--- config.mk ---
export PLATFORM = sky130hd
export DESIGN_NAME = ssc_profile_gen
export DESIGN_NICKNAME = d
export VERILOG_FILES = /design/src/rtl/ssc_pkg.sv /design/src/rtl/ssc_cfg_calc.sv /design/src/rtl/ssc_period_ctrl.sv /design/src/rtl/ssc_seq_source.sv /design/src/rtl/ssc_profile_gen.sv
export SDC_FILE = /design/constraint.sdc
export NUM_CORES = 1
export LEC_CHECK = 0
export BUFFER_PORTS_ARGS = -buffer_cell sky130_fd_sc_hd__buf_2
export CAP_MARGIN = 20
export CORE_MARGIN = 5
export CORE_UTILIZATION = 55
export CTS_BUF_LIST = sky130_fd_sc_hd__clkbuf_2 sky130_fd_sc_hd__clkbuf_4 sky130_fd_sc_hd__clkbuf_8
export CTS_CLUSTER_DIAMETER = 200
export CTS_CLUSTER_SIZE = 30
export DETAILED_ROUTE_END_ITERATION = 8
export PLACE_DENSITY = 0.75
export SKIP_LAST_GASP = 1
export SYNTH_ARGS = -nofsm -noshare
export SYNTH_HDL_FRONTEND = slang
export SYNTH_SLANG_ARGS = --single-unit
--- constraint.sdc ---
create_clock -name clk -period 61.3 [get_ports clk]
set_clock_uncertainty 0.15 [all_clocks]
set_input_delay 3.065 -clock clk [delete_from_list [all_inputs] [get_ports clk]]
set_output_delay 3.065 -clock clk [all_outputs]
set_load 0.01 [all_outputs]
--- src/rtl/ssc_pkg.sv ---
package ssc_pkg;

  typedef enum logic [1:0] {
    PROF_TRI   = 2'd0,
    PROF_TAPER = 2'd1,
    PROF_SEQ   = 2'd2,
    PROF_ALT   = 2'd3
  } prof_e;

  localparam int SUB_LOG2  = 4;
  localparam int SUBS      = 1 << SUB_LOG2;
  localparam int LFSR_W    = 16;
  localparam logic [LFSR_W-1:0] LFSR_SEED = 16'hACE1;

  // slope weight in quarters of the nominal step, by position within a half
  function automatic logic [2:0] taper_weight(input logic [SUB_LOG2-2:0] pos);
    logic [2:0] w;
    case (pos)
      3'd0, 3'd7: w = 3'd1;
      3'd1, 3'd6: w = 3'd3;
      3'd2, 3'd5: w = 3'd5;
      default:    w = 3'd7;
    endcase
    return w;
  endfunction

  function automatic logic [LFSR_W-1:0] lfsr_step(input logic [LFSR_W-1:0] s);
    return {s[0] ^ s[2] ^ s[3] ^ s[5], s[LFSR_W-1:1]};
  endfunction

endpackage

--- src/rtl/ssc_cfg_calc.sv ---
module ssc_cfg_calc #(
  parameter int WORD_W  = 24,
  parameter int DEPTH_W = 16,
  parameter int PER_W   = 16
) (
  input  logic [WORD_W-1:0]  nom,
  input  logic [DEPTH_W-1:0] depth,
  input  logic [PER_W-1:0]   period,
  input  logic               down,
  output logic [WORD_W-1:0]  base,
  output logic [DEPTH_W-1:0] span,
  output logic [DEPTH_W-1:0] step
);
  localparam int PAD_W = WORD_W - DEPTH_W;

  logic [DEPTH_W-1:0] half_depth;
  logic [DEPTH_W-1:0] below;
  logic [PER_W-1:0]   half_per;

  function automatic logic [DEPTH_W-1:0] udiv(input logic [DEPTH_W-1:0] n,
                                               input logic [PER_W-1:0] d);
    logic [PER_W:0]     r;
    logic [DEPTH_W-1:0] q;
    r = '0;
    q = '0;
    for (int i = DEPTH_W - 1; i >= 0; i--) begin
      r = {r[PER_W-1:0], n[i]};
      if (r >= {1'b0, d}) begin
        r    = r - {1'b0, d};
        q[i] = 1'b1;
      end
    end
    return q;
  endfunction

  always_comb begin
    half_depth = depth >> 1;
    below      = down ? depth : half_depth;
    span       = down ? depth : DEPTH_W'(half_depth << 1);
    base       = nom - {{PAD_W{1'b0}}, below};
    half_per   = period >> 1;
    step       = (half_per == '0) ? '0 : udiv(span, half_per);
  end

endmodule

--- src/rtl/ssc_period_ctrl.sv ---
module ssc_period_ctrl
  import ssc_pkg::*;
#(
  parameter int WORD_W  = 24,
  parameter int DEPTH_W = 16,
  parameter int PER_W   = 16
) (
  input  logic                clk,
  input  logic                rst,
  input  logic                tick,
  input  logic                en,
  input  logic [WORD_W-1:0]   in_nom,
  input  logic [DEPTH_W-1:0]  in_depth,
  input  logic [PER_W-1:0]    in_per,
  input  logic                in_down,
  input  logic [1:0]          in_prof,
  output logic [WORD_W-1:0]   use_nom,
  output logic [DEPTH_W-1:0]  use_depth,
  output logic [PER_W-1:0]    use_per,
  output logic                use_down,
  output prof_e               use_prof,
  output logic                start,
  output logic [SUB_LOG2-1:0] sub_idx,
  output logic                last_sub
);
  logic [WORD_W-1:0]  nom_q;
  logic [DEPTH_W-1:0] depth_q;
  logic [PER_W-1:0]   per_q;
  logic               down_q;
  logic [1:0]         prof_q;
  logic [PER_W-1:0]   cnt_q;
  logic [SUB_LOG2-1:0] sub_q;
  logic [PER_W-1:0]   seg_raw;
  logic [PER_W-1:0]   seg_len;
  logic [1:0]         prof_sel;

  always_comb begin
    start     = (cnt_q == '0) && (sub_q == '0);
    use_nom   = start ? in_nom   : nom_q;
    use_depth = start ? in_depth : depth_q;
    use_per   = start ? in_per   : per_q;
    use_down  = start ? in_down  : down_q;
    prof_sel  = start ? in_prof  : prof_q;
    use_prof  = (prof_sel == PROF_ALT) ? PROF_TRI : prof_e'(prof_sel);
    seg_raw   = use_per >> SUB_LOG2;
    seg_len   = (seg_raw == '0) ? PER_W'(1) : seg_raw;
    last_sub  = (cnt_q == seg_len - PER_W'(1));
    sub_idx   = sub_q;
  end

  always_ff @(posedge clk) begin
    if (rst) begin
      nom_q   <= '0;
      depth_q <= '0;
      per_q   <= '0;
      down_q  <= 1'b0;
      prof_q  <= '0;
      cnt_q   <= '0;
      sub_q   <= '0;
    end else if (tick) begin
      if (!en) begin
        cnt_q <= '0;
        sub_q <= '0;
      end else begin
        if (start) begin
          nom_q   <= in_nom;
          depth_q <= in_depth;
          per_q   <= in_per;
          down_q  <= in_down;
          prof_q  <= in_prof;
        end
        if (last_sub) begin
          cnt_q <= '0;
          sub_q <= sub_q + 1'b1;
        end else begin
          cnt_q <= cnt_q + 1'b1;
        end
      end
    end
  end

  // within a period the position counter stays inside the captured sub-interval length
  p_subcount_bound_r9: assert property (@(posedge clk) disable iff (rst)
    !start |-> (cnt_q < seg_len));

  // captured configuration is untouched except on the first tick of a period
  p_cfg_hold_r9: assert property (@(posedge clk) disable iff (rst)
    !(tick && en && start) |=> ($stable(nom_q) && $stable(depth_q) && $stable(per_q)
                                && $stable(down_q) && $stable(prof_q)));

endmodule

--- src/rtl/ssc_seq_source.sv ---
module ssc_seq_source
  import ssc_pkg::*;
#(
  parameter int DEPTH_W = 16
) (
  input  logic               clk,
  input  logic               rst,
  input  logic               advance,
  input  logic [DEPTH_W-1:0] span,
  output logic [DEPTH_W-1:0] seq_off
);
  localparam int PROD_W = DEPTH_W + SUB_LOG2;

  logic [LFSR_W-1:0] lfsr_q;
  logic [PROD_W-1:0] prod;

  always_ff @(posedge clk) begin
    if (rst) lfsr_q <= LFSR_SEED;
    else if (advance) lfsr_q <= lfsr_step(lfsr_q);
  end

  // uniform 16-level table over the span, computed rather than stored
  always_comb begin
    prod    = PROD_W'(span) * PROD_W'(lfsr_q[SUB_LOG2-1:0]);
    seq_off = DEPTH_W'(prod >> SUB_LOG2);
  end

  // the sequence register never locks up in the all-zero state
  p_lfsr_live_r8: assert property (@(posedge clk) disable iff (rst)
    lfsr_q != '0);

  // every advance moves the sequence to a new state
  p_lfsr_moves_r8: assert property (@(posedge clk) disable iff (rst)
    advance |=> (lfsr_q != $past(lfsr_q)));

endmodule

--- src/rtl/ssc_profile_gen.sv ---
module ssc_profile_gen
  import ssc_pkg::*;
#(
  parameter int INT_W   = 8,
  parameter int FRAC_W  = 16,
  parameter int DEPTH_W = 16,
  parameter int PER_W   = 16
) (
  input  logic                      clk,
  input  logic                      rst,
  input  logic                      tick,
  input  logic                      spread_en,
  input  logic                      down_mode,
  input  logic [1:0]                profile_sel,
  input  logic [INT_W+FRAC_W-1:0]   nominal_word,
  input  logic [DEPTH_W-1:0]        spread_depth,
  input  logic [PER_W-1:0]          period_ticks,
  output logic [INT_W+FRAC_W-1:0]   div_word,
  output logic                      div_valid
);
  localparam int WORD_W = INT_W + FRAC_W;
  localparam int PAD_W  = WORD_W - DEPTH_W;
  localparam int TPR_W  = DEPTH_W + 3;

  logic [WORD_W-1:0]   use_nom;
  logic [DEPTH_W-1:0]  use_depth;
  logic [PER_W-1:0]    use_per;
  logic                use_down;
  prof_e               use_prof;
  logic                start;
  logic [SUB_LOG2-1:0] sub_idx;
  logic                last_sub;
  logic [WORD_W-1:0]   base;
  logic [DEPTH_W-1:0]  span;
  logic [DEPTH_W-1:0]  step;
  logic [DEPTH_W-1:0]  seq_off;
  logic                seq_adv;

  ssc_period_ctrl #(.WORD_W(WORD_W), .DEPTH_W(DEPTH_W), .PER_W(PER_W)) u_ctrl (
    .clk(clk), .rst(rst), .tick(tick), .en(spread_en),
    .in_nom(nominal_word), .in_depth(spread_depth), .in_per(period_ticks),
    .in_down(down_mode), .in_prof(profile_sel),
    .use_nom(use_nom), .use_depth(use_depth), .use_per(use_per),
    .use_down(use_down), .use_prof(use_prof),
    .start(start), .sub_idx(sub_idx), .last_sub(last_sub)
  );

  ssc_cfg_calc #(.WORD_W(WORD_W), .DEPTH_W(DEPTH_W), .PER_W(PER_W)) u_cfg (
    .nom(use_nom), .depth(use_depth), .period(use_per), .down(use_down),
    .base(base), .span(span), .step(step)
  );

  assign seq_adv = tick && spread_en && (use_prof == PROF_SEQ) && last_sub;

  ssc_seq_source #(.DEPTH_W(DEPTH_W)) u_seq (
    .clk(clk), .rst(rst), .advance(seq_adv), .span(span), .seq_off(seq_off)
  );

  // triangle / tapered accumulator
  logic [DEPTH_W-1:0] acc_q;
  logic [DEPTH_W-1:0] acc_cur;
  logic [DEPTH_W-1:0] acc_next;
  logic [DEPTH_W-1:0] delta;
  logic [TPR_W-1:0]   taper_prod;
  logic [DEPTH_W:0]   acc_sum;
  logic               rising;
  logic [DEPTH_W-1:0] offset;
  logic [WORD_W-1:0]  word_next;

  always_comb begin
    acc_cur    = start ? '0 : acc_q;
    rising     = !sub_idx[SUB_LOG2-1];
    taper_prod = TPR_W'(step) * TPR_W'(taper_weight(sub_idx[SUB_LOG2-2:0]));
    delta      = (use_prof == PROF_TAPER) ? DEPTH_W'(taper_prod >> 2) : step;
    acc_sum    = {1'b0, acc_cur} + {1'b0, delta};
    if (rising)
      acc_next = (acc_sum > {1'b0, span}) ? span : acc_sum[DEPTH_W-1:0];
    else
      acc_next = (acc_cur > delta) ? (acc_cur - delta) : '0;
    offset     = (use_prof == PROF_SEQ) ? seq_off : acc_cur;
    word_next  = base + {{PAD_W{1'b0}}, offset};
  end

  always_ff @(posedge clk) begin
    if (rst) begin
      acc_q     <= '0;
      div_word  <= '0;
      div_valid <= 1'b0;
    end else begin
      div_valid <= tick;
      if (tick) begin
        if (spread_en) begin
          acc_q    <= acc_next;
          div_word <= word_next;
        end else begin
          acc_q    <= '0;
          div_word <= nominal_word;
        end
      end
    end
  end

  // band edges from the captured configuration, kept apart from the datapath sum
  logic [WORD_W-1:0] band_top;
  logic [WORD_W-1:0] band_bot;
  always_comb begin
    band_top = use_down ? use_nom : use_nom + {{PAD_W{1'b0}}, use_depth >> 1};
    band_bot = use_nom - {{PAD_W{1'b0}}, (use_down ? use_depth : (use_depth >> 1))};
  end

  // one strobe per tick, one cycle later
  p_valid_tick_r2: assert property (@(posedge clk) disable iff (rst)
    !$past(rst) |-> (div_valid == $past(tick)));

  // a disabled tick yields the live nominal word
  p_idle_nominal_r3: assert property (@(posedge clk) disable iff (rst)
    (!$past(rst) && $past(tick && !spread_en)) |-> (div_word == $past(nominal_word)));

  // never above the band top (nominal in down spread, nominal + D/2 in center)
  p_ceiling_r6: assert property (@(posedge clk) disable iff (rst)
    (!$past(rst) && $past(tick && spread_en)) |-> (div_word <= $past(band_top)));

  // never below the band bottom
  p_floor_r5: assert property (@(posedge clk) disable iff (rst)
    (!$past(rst) && $past(tick && spread_en)) |-> (div_word >= $past(band_bot)));

  // the accumulator stays inside the captured span
  p_acc_bound_r10: assert property (@(posedge clk) disable iff (rst)
    !start |-> (acc_q <= span));

  // the word only moves on a strobe
  p_word_hold_r2: assert property (@(posedge clk) disable iff (rst)
    !div_valid |-> $stable(div_word));

endmodule

== Word level (Yosys, flattened, before mapping) ==
Index checks and enable logic that the tools add are counted.

* Output and inout port bits: 25
* Word-level logic and storage cells: 136
* Register bits: 136
* Input port bits: 63

* Add/sub/neg operators: 22
* Equality and inequality tests: 10
* Bitwise operators: 3
* Multiplexer cells: 54
* Reduce and logical (&&, ||, !) cells: 15
* Multipliers: 2
* Magnitude comparators: 18

{| class="wikitable"
|+ Operator list
! cell !! number
|-
| 16-bit 2-to-1 mux || 28
|-
| 17-bit by 15-bit greater-or-equal comparator with 1-bit output || 15
|-
| 16-bit by 15-bit subtractor with 16-bit output || 14
|-
| 16-bit logical NOT || 3
|-
| 24-bit 2-to-1 mux || 2
|-
| 24-bit by 16-bit adder with 24-bit output || 1
|-
| 24-bit by 16-bit subtractor with 24-bit output || 1
|-
| 16-bit by 4-bit multiplier with 20-bit output || 1
|-
| 16-bit by 3-bit multiplier with 18-bit output || 1
|-
| 1-bit 2-to-1 mux || 18
|-
| 16-bit by 16-bit adder with 17-bit output || 1
|-
| 17-bit by 16-bit > comparator with 1-bit output || 1
|-
| 16-bit by 1-bit adder with 16-bit output (second input constant) || 1
|-
| 16-bit equality test || 1
|-
| 16-bit > comparator || 1
|-
| 1-bit by 15-bit subtractor with 16-bit output || 1
|-
| 16-bit by 1-bit subtractor with 16-bit output (second input constant) || 1
|-
| 16-bit subtractor || 1
|-
| 1-bit by 15-bit greater-or-equal comparator with 1-bit output || 1
|-
| 12-bit 2-to-1 mux || 1
|-
| 3-bit equality test (second input constant) || 3
|-
| 3-bit one-hot mux with 3 select lines || 1
|-
| 4-bit 2-to-1 mux || 2
|-
| 2-bit OR reduction || 3
|-
| 13 further kinds || 21
|}

== Longest topological paths before layout ==
Gate-level depths: netlist (run 1).

* Word-level depth: 43
* Gate-level depth with buffers: 332
* Depth with buffers taken out: 307

== By module ==
From an unflattened synthesis (run 1), not the netlist that was laid out.

* Cell total of the unflattened synthesis: 3775
* Area total of the unflattened synthesis: 27699.1 um^2

{| class="wikitable"
|+ Modules (own cells, without submodules)
! module !! seq. area each (um^2) !! cells an instance !! instances !! area an instance (um^2)
|-
| ssc_cfg_calc || 0.0 || 1911 || 1 || 13739.4
|-
| ssc_profile_gen || 820.8 || 853 || 1 || 6557.5
|-
| ssc_period_ctrl || 1581.5 || 687 || 1 || 4747.1
|-
| ssc_seq_source || 320.3 || 324 || 1 || 2655.0
|}

== Worst setup path before layout (run 1) ==
No wires, ideal clock.

* Path kind: input -> register
* From: input port spread_depth[15]
* To: register acc_q[15]
* Cell stages on the path: 308
* Path slack: 2.993 ns
* Library setup time: 0.117 ns
* Path buffers: 21
* Required time: 61.033 ns
* Arrival time: 58.040 ns
* Path through: mux2i_1 > ha_1 > inv_1 > ha_1 > o32ai_4 > clkbuf_1 > nor3_1 > ha_1 > a2111oi_0 > a221oi_1 > a31oi_1 > o21ai_1 > nor2_1 > clkbuf_1 > mux2_2 > inv_1 > ha_1 > nor2b_1 > [272 not listed] > a21oi_1 > o21bai_1 > a21oi_1 > o21bai_1 > a21oi_1 > o21bai_1 > a21oi_1 > xnor2_1 > ha_1 > nand4_1 > nor4_1 > nor2_1 > nor3_1 > clkbuf_1 > nor2_1 > a21oi_1 > o22ai_1 > a22o_1

* Longest elaborated chain between the ends: 41
* Elaborated cells between the ends (all ways): 74
* Those cells by class: add/sub: 17; mul: 1; order compare: 18; mux: 38

{| class="wikitable"
|+ RTL lines
! item !! line !! text
|-
| from (decl) || ssc_profile_gen.sv:16 || <nowiki>input logic [DEPTH_W-1:0] spread_depth,</nowiki>
|-
| 16-bit 2-to-1 mux * || ssc_period_ctrl.sv:40 || <nowiki>use_depth = start ? in_depth : depth_q;</nowiki>
|-
| 1-bit by 15-bit subtractor with 16-bit output / 1-bit by 15-bit greater-or-equal comparator with 1-bit output (equally long branches) || ssc_cfg_calc.sv:29, ssc_cfg_calc.sv:28 ||
|-
| 16-bit 2-to-1 mux || ssc_cfg_calc.sv:28 || <nowiki>if (r >= {1'b0, d}) begin</nowiki>
|-
| 16-bit by 15-bit subtractor with 16-bit output / 17-bit by 15-bit greater-or-equal comparator with 1-bit output (equally long branches) || ssc_cfg_calc.sv:29, ssc_cfg_calc.sv:28 ||
|-
| 16-bit 2-to-1 mux || ssc_cfg_calc.sv:28 ||
|-
| 16-bit by 15-bit subtractor with 16-bit output / 17-bit by 15-bit greater-or-equal comparator with 1-bit output (equally long branches) || ssc_cfg_calc.sv:29, ssc_cfg_calc.sv:28 ||
|-
| 16-bit 2-to-1 mux || ssc_cfg_calc.sv:28 ||
|-
| 16-bit by 15-bit subtractor with 16-bit output / 17-bit by 15-bit greater-or-equal comparator with 1-bit output (equally long branches) || ssc_cfg_calc.sv:29, ssc_cfg_calc.sv:28 ||
|-
| [25 not listed] || n/a ||
|-
| 16-bit 2-to-1 mux || ssc_cfg_calc.sv:42 || <nowiki>step = (half_per == '0) ? '0 : udiv(span, half_per);</nowiki>
|-
| 16-bit by 3-bit multiplier with 18-bit output || ssc_profile_gen.sv:73 || <nowiki>taper_prod = TPR_W'(step) * TPR_W'(taper_weight(sub_idx[SUB_LOG2-2:0]));</nowiki>
|-
| 16-bit 2-to-1 mux || ssc_profile_gen.sv:74 || <nowiki>delta = (use_prof == PROF_TAPER) ? DEPTH_W'(taper_prod >> 2) : step;</nowiki>
|-
| 16-bit by 16-bit adder with 17-bit output || ssc_profile_gen.sv:75 || <nowiki>acc_sum = {1'b0, acc_cur} + {1'b0, delta};</nowiki>
|-
| 17-bit by 16-bit > comparator with 1-bit output || ssc_profile_gen.sv:77 || <nowiki>acc_next = (acc_sum > {1'b0, span}) ? span : acc_sum[DEPTH_W-1:0];</nowiki>
|-
| 16-bit 2-to-1 mux || ssc_profile_gen.sv:77 ||
|-
| 16-bit 2-to-1 mux * || ssc_profile_gen.sv:76 || <nowiki>if (rising)</nowiki>
|-
| 16-bit 2-to-1 mux * || ssc_profile_gen.sv:92 || <nowiki>if (spread_en) begin</nowiki>
|-
| to (signal assigned) || ssc_profile_gen.sv:93 || <nowiki>acc_q <= acc_next;</nowiki>
|-
| to (decl) || ssc_profile_gen.sv:60 || <nowiki>logic [DEPTH_W-1:0] acc_q;</nowiki>
|}

Mark *: on every way between the ends. The rest lies on a longest branch, timed or not.
A chain may end at the register's enable or synchronous reset.

== Final worst setup path (run 1) ==
* From: input port spread_depth[15]
* To: register acc_q[11]

Same word-level chain as after synthesis.

==> metrics.txt, run 1 <==
Most common cell on crit path=o21ai_0; DRT Pass-1 Iters=5; post-cts hold buffer count=0; vias in the first global route=approximately 23000; setup TNS=0 ps; f_max=~0.017 GHz; footprint of the multi-input gates=0.0215 mm2; reg2reg setup slack=4350 ps; cell taking the most area after synthesis=ha_1; max-cap violations=0; NumNets Final=between 4000 and 5000; clock-pin transition on the worst setup and hold timing paths=80 ps; largest net degree at the start of global routing=~110; critical path data required time=61500 ps; Worst Hold Class=reg -> reg; DR vias/cell=between 5 and 6; initial antenna violation count=1; Main synth FF type=dfxtp_1; Hold Fails Final Rpt=0; # clock sinks=135; sequential cell area=0.00270 mm2; Seq cells post-synth=135; CTS H-tree depth=4; ys async rst share=0%; mapped cell area=between 0.02 and 0.03 mm2; GPL Wtd Cong=~0.94; Max Root-Sink Buffers=2; Cells on Worst Hold Path=1; Crit-path slowest cell=or3_4; fin crit period=57190 ps; Commonest cells post-synth=nor2_1, ha_1, nand2_1; Synth cell types=103; Antenna Nets Post-Route=0; status=finished, final reports clean; detailed-route DRC error count=0; Tcrit/Tclk final=93.3%; clock tree root driver cell=clkbuf_8; Synth area leaders=ha_1, dfxtp_1, fa_1; Final Util=60.6%; Cell Rows=79; Crit Path Max Fanout=25; Worst Setup Start Kind=input port; overflow left after global routing=0; TritonCTS Buffers=17; CP arrival=57390 ps; top-area cell type share of the netlist area=16.9%; endpoint class of the critical path=register; max_slew headroom=26.5%; via count=25217; Filler cells=4266; Die ar.=roughly 0.05 mm2; GRT Overall Usage=26.8%; Reg2Reg Depth=291; EDFF count, synth=0; Least-Margin Pin Slew=1100 ps; final setup fails=0; Slew Viols, Final=0; Place WS=765 ps; Synth Instances=between 3000 and 4000; syn_nets=between 3000 and 4000; number of antenna diodes=0; routed len/inst=16.9 um; Synth Warn #=0; sequential element share of the synthesized area=10.6%; 1st-iter DRT viols=about 1700; Initial Util=a little under three fifths; count leader, synth=nor2_1; IO buf count=86; CTS tree=yes; Die Width=between 200 and 250 um; Final WS setup=between 4000 and 5000 ps; first-pass GRT wire length=between 100 and 150 mm; CP Class=in -> reg; share of layout cells above drive strength 1=11.7%; post-detail-place hpwl=56.4 mm; core region area=0.0463 mm2; # IOs=88; worst-skew pair later-pin latency=approximately 460 ps; Avg Inst Size Synth=7.33 um2; WL final=71.4 mm; Worst path max stage delay=470 ps; P&R area growth vs syn=9.92%; die height=225 um
path summary, 6_finish.rpt:
check                                        from                to
worst max-delay path             spread_depth[15]         acc_q[11]
worst min-delay path             u_seq.lfsr_q[11]  u_seq.lfsr_q[10]
worst max register to register  u_ctrl.sub_idx[3]         acc_q[11]
worst min register to register   u_seq.lfsr_q[11]  u_seq.lfsr_q[10]
stage by stage:
step           cell area [um2]  cells  hold slack (ps)
2_1_floorplan            25500   3481              277
3_3_place_gp             27300   4182              290
3_5_place_dp             27300   4182              301
4_1_cts                  27800   4213              316
5_1_grt                  28000   4218              337
6_report                 28000   4218              312
registers in the layout, summed over array words and instances (netlist names):
register        flops
u_ctrl.prof_q       2
u_seq.lfsr_q       16
u_ctrl.sub_idx      4
u_ctrl.per_q       15
u_ctrl.cnt_q       16
u_ctrl.nom_q       24
u_ctrl.depth_q     16
acc_q              16
u_ctrl.down_q       1
div_valid           1
div_word           24
kinds of logic (layout without fill, tap and decap cells):
kind of cell	after synthesis	in the layout	synth area share, %
xor+xnor	217	217	7.45
compound gates	947	947	24.2
buf+inv	416	546	6.20
fa+ha+maj	419	419	22.7
flops	135	135	10.6
mux	161	161	6.76
simple gates	1186	1186	22.1
critical path, delay by kind of cell:
kind	cells	cell delay (ps)
AOI/OAI and AO/OA	168	30220
xor gates and xnor gates	1	130
and+or+nand+nor	65	10640
buffers and inverters	25	3430
muxes	10	3420
adders and majority gates	22	6370
cell usage in the layout, fill, tap and decap left out, types with 59 or more instances in the layout:
master,n
inv_1,295
xnor2_1,141
fa_1,74
and2_1,59
ha_1,343
mux2_2,78
buf_2,85
nand2_1,324
nor2_1,368
nor3_1,89
buf_4,130
a21o_1,78
xor2_1,76
nand4_1,59
o21ai_0,166
dfxtp_1,135
a211oi_1,94
a21oi_1,261
nand2b_1,61
metal layers:
layer	vias up	GRT usage [%]	wire (um)	part of all wire, %
li1	12619	-	-	-
met1	11775	35.9	32100	45
met2	668	45.8	33800	47
met3	153	2.79	3520	4.9
met4	2	7.65	2070	2.9
met5	-	0	11	0.015
repair_timing:
item | in CTS | in global routing
gates resized for setup | 0 | 68
endpoints found under the setup margin | 0 | 16
setup buffers | 0 | 4
final cells by class:
cell class | instances | share of cell area (%)
inverters | 296 | 3.96
well taps | 607 | 2.71
flip-flops and latches | 135 | 9.64
repair buffers | 219 | 5.22
clock inverters | 9 | 0.580
clock buffers | 22 | 1.06
multi-input cells | 2930 | 76.8
Power of run 1 is left out: the tool's default activity adds up to more than one toggle a clock period on the data nets, which glitch-free logic cannot reach.
==> inputs of run 2 (changes only) <==
Settings changed: PLACE_DENSITY 0.75 to 0.72.
Clock period 61.3 ns to 56.4 ns, I/O delays scaled along.
==> run 2 against run 1 <==
Net effect:
- design area is 5.7% higher
- non-clock buffer count is 186 higher
- die area stayed put
- core utilization is 3.4 points higher
- sequential cell count stayed put
- wire length is 5.1% higher
- sequential share of layout area is 0.52 points lower
- largest cell class unchanged
- highest routed layer is now met4
==> metrics.txt, run 2 (synthesis results as in run 1) <==
Worst Hold Class=reg -> reg; Top Registers=div_word x24, u_ctrl.nom_q x24; reg-to-reg critical path endpoint=acc_q[11]; CTS tree=yes; post-cts hold buffer count=0 (unchanged); CTS H-tree depth=4 (unchanged); crit path capture=acc_q[11]; critical path data required time=56610 ps (-4890 ps); endpoint class of the critical path=register; most frequent cells in the layout=nor2_1, ha_1, nand2_1; M3 GR Usage=2.31% (-0.48 points); share of layout cells above drive strength 1=17.2% (+5.6 points); footprint of the multi-input gates=0.0217 mm2 (+0.91%); reg2reg setup slack=3550 ps (-800 ps); Cell Rows=79 (unchanged); overflow left after global routing=0 (unchanged); P&R area growth vs syn=16.2%; Filler cells=4141 (-2.9%); Place WS=-292 ps (-1060 ps); clock tree root driver cell=clkbuf_8; # clock sinks=135 (unchanged); Die ar.=0.0508 mm2 (unchanged); sequential cell area=0.00270 mm2 (unchanged); most common cell after layout, fill and taps aside=nor2_1; Most common cell on crit path=o21ai_1; via count=25974 (+3.0%); fin crit period=between 50000 and 60000 ps; Antenna Nets Post-Route=0 (unchanged); grt met2 use=48.3% (+2.5 points); first-pass GRT wire length=119 mm (+4.4%); Reg2Reg Depth=300 (+3.1%); Die Width=225 um (unchanged); post-route insts no fill=4405 (+4.4%); Cells on Worst Hold Path=1 (unchanged); Worst path max stage delay=440 ps (-30 ps); Tcrit/Tclk final=94.5%; Worst Setup Start Kind=input port; r2r startpoint=u_ctrl.sub_idx[0]; CP Class=in -> reg; core region area=0.0463 mm2 (unchanged); DRT Pass-1 Iters=6 (+1); final setup fails=0 (unchanged); GRT Overall Usage=27.9% (+1.1 points); clock-pin transition on the worst setup and hold timing paths=90 ps (about the same); 1st-iter DRT viols=1912 (+10%); WL final=75.1 mm (+5.1%); max_slew headroom=30.5% (+4.0 points); vias in the first global route=24265 (+4.4%); DR vias/cell=5.90 (-1.4%); Slew Viols, Final=0 (unchanged); Final Hold Slack=308 ps (-3.45 ps); worst-skew pair later-pin latency=480 ps (+20 ps); GPL Wtd Cong=0.960 (+2.5%); Hold Fails Final Rpt=0 (unchanged); Initial Util=55.1% (unchanged); TritonCTS Buffers=17 (unchanged); IO buf count=86 (unchanged); setup TNS=0 ps (unchanged); Least-Margin Pin Slew=1040 ps (-60.7 ps); post-detail-place hpwl=58.7 mm (+4.2%); gr busiest metal=met2; status=finished, final reports clean; detailed-route DRC error count=0 (unchanged); f_max=approximately 0.019 GHz; CP Launch Point=period_ticks[1]; die height=225 um (unchanged); Max Root-Sink Buffers=2 (unchanged); max-cap violations=0 (unchanged); GRT met1 Usage=37.4% (+1.5 points); NumNets Final=4266 (+4.6%); initial antenna violation count=0 (-1); routed len/inst=17.0 um (+0.63%); Crit Path Max Fanout=21 (-16%); Crit-path slowest cell=fa_1; Placed Cells=4359 (+4.2%); largest net degree at the start of global routing=113 (unchanged); number of antenna diodes=0 (unchanged); Final WS setup=3110 ps (-1000 ps); CP arrival=53510 ps (-3880 ps); # IOs=88 (unchanged)
[run 2: changes by cell type in the layout (fill, tap and decap cells not counted), sizes merged]
cell and change:
clkinv +2, clkinvlp -1, inv +8, buf +184, clkbuf -3, bufinv -3
[run 2: cell type report]
class,count,area share (%)
timing repair buffer,405,9.88
inverter,296,3.75
multi-input combinational,2930,73.4
sequential,135,9.12
clock inverter,15,0.532
clock buffer,17,0.790
tap,607,2.56
[run 2: timing repair]
action | 4_1_cts | 5_1_grt
resized for setup | 4 | 142
hold endpoints to repair | 0 | 0
buffers inserted | 0 | 11
setup endpoints to repair | 16 | 16
pin swaps | 0 | 36
gates cloned | 0 | 2
[run 2: metal layers]
metal,part of all wire [%],wire (um),vias to the layer above
met4,2.6,1940,0
met5,0,0,-
met2,47,35600,734
met1,45,33800,12118
met3,5.0,3770,140
li1,-,-,12982
[run 2: worst max-delay path, delay by kind of cell]
kind | cells | cell delay, ps
AO/OA/AOI/OAI | 163 | 27430
AND/OR/NAND/NOR | 73 | 10340
adder cells (fa/ha/maj) | 21 | 6040
multiplexers | 10 | 3370
buffers and inverters | 29 | 3250
XOR/XNOR | 1 | 150
[run 2: per-stage QoR]
stage | cell area (um2) | utilization (%)
after floorplan | 25500 | -
after global placement | 28700 | 62.0
after detailed placement | 28700 | 62.0
after CTS | 29100 | 62.9
after global routing | 29600 | 64.1
final | 29600 | 64.1
[run 2: worst min-delay path by stage]
stage                      from                to  slack, ps
2_1_floorplan  u_seq.lfsr_q[11]  u_seq.lfsr_q[10]        280
3_3_place_gp    u_seq.lfsr_q[6]   u_seq.lfsr_q[5]        290
3_5_place_dp    u_seq.lfsr_q[6]   u_seq.lfsr_q[5]        290
4_1_cts         u_seq.lfsr_q[6]   u_seq.lfsr_q[5]        310
5_1_grt         u_seq.lfsr_q[7]   u_seq.lfsr_q[6]        340
6_report        u_seq.lfsr_q[6]   u_seq.lfsr_q[5]        310
Power of run 2 is left out for the same reason.
